$ cat src/rtl/dp_nan_pkg.sv
package dp_nan_pkg;

    localparam int CLASS_N    = 6;
    localparam int CLS_ZERO   = 0;
    localparam int CLS_DENORM = 1;
    localparam int CLS_NORMAL = 2;
    localparam int CLS_INF    = 3;
    localparam int CLS_QNAN   = 4;
    localparam int CLS_SNAN   = 5;

    typedef logic [CLASS_N-1:0] class_vec_t;

endpackage

$ cat src/rtl/dp_nan_classify.sv
module dp_nan_classify
    import dp_nan_pkg::*;
#(
    parameter int EXP_W  = 11,
    parameter int FRAC_W = 52
) (
    input  logic [EXP_W+FRAC_W-1:0] mag,
    input  logic                    std_mode,
    output class_vec_t              cls,
    output logic                    is_snan
);
    localparam int QBIT = FRAC_W - 1;

    logic [EXP_W-1:0]  exp_f;
    logic [FRAC_W-1:0] frac_f;
    logic exp_zero, exp_ones, frac_zero, nan_any;

    assign exp_f     = mag[EXP_W+FRAC_W-1:FRAC_W];
    assign frac_f    = mag[FRAC_W-1:0];
    assign exp_zero  = (exp_f == '0);
    assign exp_ones  = (exp_f == '1);
    assign frac_zero = (frac_f == '0);
    assign nan_any   = exp_ones && !frac_zero;
    assign is_snan   = nan_any && (std_mode ^ frac_f[QBIT]);

    always_comb begin
        cls = '0;
        unique case (1'b1)
            exp_zero && frac_zero:  cls[CLS_ZERO]   = 1'b1;
            exp_zero && !frac_zero: cls[CLS_DENORM] = 1'b1;
            exp_ones && frac_zero:  cls[CLS_INF]    = 1'b1;
            nan_any && is_snan:     cls[CLS_SNAN]   = 1'b1;
            nan_any && !is_snan:    cls[CLS_QNAN]   = 1'b1;
            default:                cls[CLS_NORMAL] = 1'b1;
        endcase
    end
endmodule

$ cat src/rtl/dp_nan_repair.sv
module dp_nan_repair #(
    parameter int EXP_W  = 11,
    parameter int FRAC_W = 52
) (
    input  logic [EXP_W+FRAC_W:0] value_in,
    input  logic                  std_mode,
    input  logic                  is_snan,
    output logic [EXP_W+FRAC_W:0] value_out
);
    localparam int W    = EXP_W + FRAC_W + 1;
    localparam int QBIT = FRAC_W - 1;
    localparam logic [W-1:0] LEGACY_NAN =
        {1'b0, {EXP_W{1'b1}}, 1'b0, {(FRAC_W-1){1'b1}}};
    localparam logic [W-1:0] QMASK = {{(W-1){1'b0}}, 1'b1} << QBIT;

    always_comb begin
        if (!is_snan)
            value_out = value_in;
        else if (std_mode)
            value_out = value_in | QMASK;
        else
            value_out = LEGACY_NAN;
    end
endmodule

$ cat src/rtl/dp_nan_quieter.sv
module dp_nan_quieter
    import dp_nan_pkg::*;
#(
    parameter int EXP_W  = 11,
    parameter int FRAC_W = 52
) (
    input  logic                    clk,
    input  logic                    rst_n,
    input  logic                    in_valid,
    input  logic                    std_mode,
    input  logic [EXP_W+FRAC_W:0]   operand,
    output logic                    out_valid,
    output logic [CLASS_N-1:0]      class_onehot,
    output logic [EXP_W+FRAC_W:0]   result,
    output logic                    invalid_pulse
);
    localparam int W = EXP_W + FRAC_W + 1;

    class_vec_t     cls_d;
    logic           snan_d;
    logic [W-1:0]   res_d;

    dp_nan_classify #(.EXP_W(EXP_W), .FRAC_W(FRAC_W)) u_classify (
        .mag      (operand[W-2:0]),
        .std_mode (std_mode),
        .cls      (cls_d),
        .is_snan  (snan_d)
    );

    dp_nan_repair #(.EXP_W(EXP_W), .FRAC_W(FRAC_W)) u_repair (
        .value_in  (operand),
        .std_mode  (std_mode),
        .is_snan   (snan_d),
        .value_out (res_d)
    );

    always_ff @(posedge clk or negedge rst_n) begin
        if (!rst_n) begin
            out_valid     <= 1'b0;
            invalid_pulse <= 1'b0;
        end else begin
            out_valid     <= in_valid;
            invalid_pulse <= in_valid && snan_d;
        end
    end

    always_ff @(posedge clk or negedge rst_n) begin
        if (!rst_n) begin
            class_onehot <= '0;
            result       <= '0;
        end else if (in_valid) begin
            class_onehot <= cls_d;
            result       <= res_d;
        end
    end
endmodule

$ cat config.mk
export PLATFORM = sky130hd
export DESIGN_NAME = dp_nan_quieter
export DESIGN_NICKNAME = d
export VERILOG_FILES = /design/src/rtl/dp_nan_pkg.sv /design/src/rtl/dp_nan_classify.sv /design/src/rtl/dp_nan_repair.sv /design/src/rtl/dp_nan_quieter.sv
export SDC_FILE = /design/constraint.sdc
export NUM_CORES = 1
export LEC_CHECK = 0
export ABC_AREA = 1
export BUFFER_PORTS_ARGS = -buffer_cell sky130_fd_sc_hd__buf_4
export CORE_UTILIZATION = 50
export CTS_CLUSTER_DIAMETER = 150
export DETAILED_ROUTE_END_ITERATION = 8
export PLACE_DENSITY = 0.91
export SYNTH_ARGS = -nofsm -noshare
export SYNTH_HDL_FRONTEND = slang
export SYNTH_HIERARCHICAL = 1
export SYNTH_SLANG_ARGS = --single-unit
$ cat constraint.sdc
create_clock -name clk -period 1.65 [get_ports clk]
set_input_delay 0.2475 -clock clk [delete_from_list [all_inputs] [get_ports clk]]
set_output_delay 0.2475 -clock clk [all_outputs]
set_load 0.05 [all_outputs]
==> flow_summary.yaml <==
status:
  status: "complete, no violations"
timing:
  clock_skew_ns: 0
  whs_ns: 0.2012
  period_share_pct: 86.95
  hold_viol: 0
  period_minus_slack_ns: 1.435
  relSlewSlack_pct: 66.70
  setup_violations: 0
  worstMarginPinSlew_ns: 0.4995
  rsz0062_at_grt: "false"
  worst_slack_ns: 0.2153
  final-max-slew-violation-count: 0
  max_freq_mhz: 697.0
  tns_ns: 0
power:
  p_switching_uw: 1541
  p_total_uw: 4597
  p_comb_share_pct: 27.2
  p_leak_uw: 0.003065
  ir_drop_v: 0.0004702
  seqPwrFrac_pct: 43.4
  powerDensity_nw_per_um2: 934.6
  swShare_pct: 33.53
  power_frac_clock_pct: 29.5
  power.internal_uw: 3055
route:
  num_vias: 3454
  wl_per_cell_microns: 11.84
  drtAntennaViolNets: 0
  viasPerCell: 4.618
  wl_microns: 8856
  drc: 0
  drtIter0Drc: 148
  drtPass1Iterations: 5
floorplanning:
  coreArea_sq_um: 6944
  io-pin-count: 140
  row_count: 30
  dieArea_sq_um: 7669
  fp.dieH_microns: 87.57
  initial_utilization_pct: 52.72
  fp.dieW_microns: 87.57
clocking:
  cts_tree: "done"
  cts_max_level: 3
  clockBufferDepth: 2
  clk_latency_ns: 0.32
  cts_root_buffer: "clkbuf_8"
  clk_pin_slew_ns: 0.08
  cts_hold_buffers: 1
  cts.sinks: 72
  post_cts_resized: 0
  post_cts_buffers: 0
  cts_made_buffers: 9
placed_design:
  placed_area_sq_um: 4717
  hpwlAfterDp_microns: 6669
  io_buffers: 139
  dp_slack_ns: -0.1138
  gp_congestion: 0.8344
synthesis:
  syn_area_per_cell_sq_um: 7.193
  synthTopCellsByArea: "dfrtp_1, nand2_1, inv_1"
  synthFlopType: "dfrtp_1"
  synthCells: 509
  synth_area_leader_cell: "dfrtp_1"
  syn_area_sq_um: 3661
  synth_seq_area_share_pct: 49.21
  yosys_warnings: 6
  synthesis.nets: 577
  synth_edf_count: 0
  yosysTopAreaCellShare_pct: 49.21
  synth-seq-cells: 72
  synth_cell_type_count: 23
  async_flop_share_pct: 100.0
cells_and_area:
  fin_area_sq_um: 4918
  multi_input_area_sq_um: 1390
  drive_above_1_share_pct: 26.53
  fillers: 571
  nets: 715
  diodes: 0
  area_delta_synth_final_pct: 34.35
  seq_area_sq_um: 1802
setup_path:
  startpoint_type: "input port"
  crit_required_ns: 1.86
  crit_fanout: 28
  worstSetupPathType: "input port to flop"
  crit_arrival_ns: 1.65
  cp-end-kind: "flop"
global_routing:
  grt_usage_pct: 24.13
  grt.overflow.total: 0
  grt_pass1_vias: 3423
  grt_pass1_wl_microns: 14410
  grt_start_max_net_pins: 71
  antenna_found_initial: 0
hold_path:
  min_path_type: "input port to flop"
job:
  cap_violations: 0
[power groups by stage]
stage	Combinational [uW]	Clock (uW)	Sequential, uW
global placement	1230	0	2020
global route	1340	1470	2010
CTS	1260	1380	1990
floorplan	284	0	2520
detailed placement	1260	0	2020
finish	1250	1350	1990
[flip-flops by register name, summed over array words and instances, names as in the netlist]
register / count
out_valid: 1
class_onehot: 6
result: 64
invalid_pulse: 1
[layout make-up]
class	instances	area share, %
clock inverter	2	0.7886
multi-input combinational	348	28.26
timing repair buffer	149	23.56
inverter	67	5.215
clock buffer	14	3.104
tap	96	2.442
sequential	72	36.63
[metal layers]
layer | wire length, microns | vias up | GRT usage (%)
met3 | 620 | 11 | 5.278
met4 | 103 | 0 | 8.197
met5 | 0 | - | 0
li1 | - | 1736 | -
met2 | 4570 | 129 | 44.46
met1 | 3561 | 1578 | 27.69
[per-stage QoR]
step                      std cells  util (%)
after floorplan                 509         -
after global placement          731     67.93
after detailed placement        731     67.93
after CTS                       748     70.83
after global routing            748     70.83
final                           748     70.83
[synthesized netlist by cell type (2+ instances only)]
library cell,count
buf_4,10
buf_6,11
dfrtp_1,72
inv_1,66
nand2_1,290
nand2_2,5
nand4_1,3
nor2_1,36
nor2_2,2
[kinds of logic (layout without fill, tap and decap cells)]
family	count (synthesis)	in the layout	synth area share, %
and+or+nand+nor	346	346	37.59
buffers and inverters	89	232	12.82
DFF	72	72	49.21
AOI/OAI and AO/OA	1	1	0.1366
xor gates and xnor gates	1	1	0.2393
[final timing paths]
check	start	endpoint	slack, ns	cells after the start
max in group asynchronous	rst_n	result[19]	0.67	3
min in group asynchronous	rst_n	result[30]	0.41	2
hold / removal	operand[33]	result[33]	0.20	5
setup / recovery	operand[47]	result[16]	0.22	14
hold reg to reg	result[4]	result[4]	0.47	2
setup reg to reg	result[22]	result[22]	1.00	2
[cell usage in the layout (no fill, tap or decap), drive strengths merged]
cell type	count
or2	1
bufinv	1
buf	148
inv	67
nand3	2
a21oi	1
clkinv	1
dfrtp	72
nand2	296
and2	1
dlygate4sd3	1
xnor2	1
nor2b	2
clkbuf	14
nor3	2
nor2	38
nand4	3
nor4	1
[worst max-delay path: stages]
cell and delay (ns):
buf_4 0.11, nor2_1 0.15, nand2_1 0.09, nor2_1 0.11, nand2_1 0.07, nor2_2 0.15, nand2_2 0.07, nand2_1 0.08
nor2_1 0.08, nand2_4 0.11, buf_12 0.17, nand2_1 0.07, nand2_1 0.08, nand2_1 0.06
Note: power is estimated with default switching activity, not from simulation.
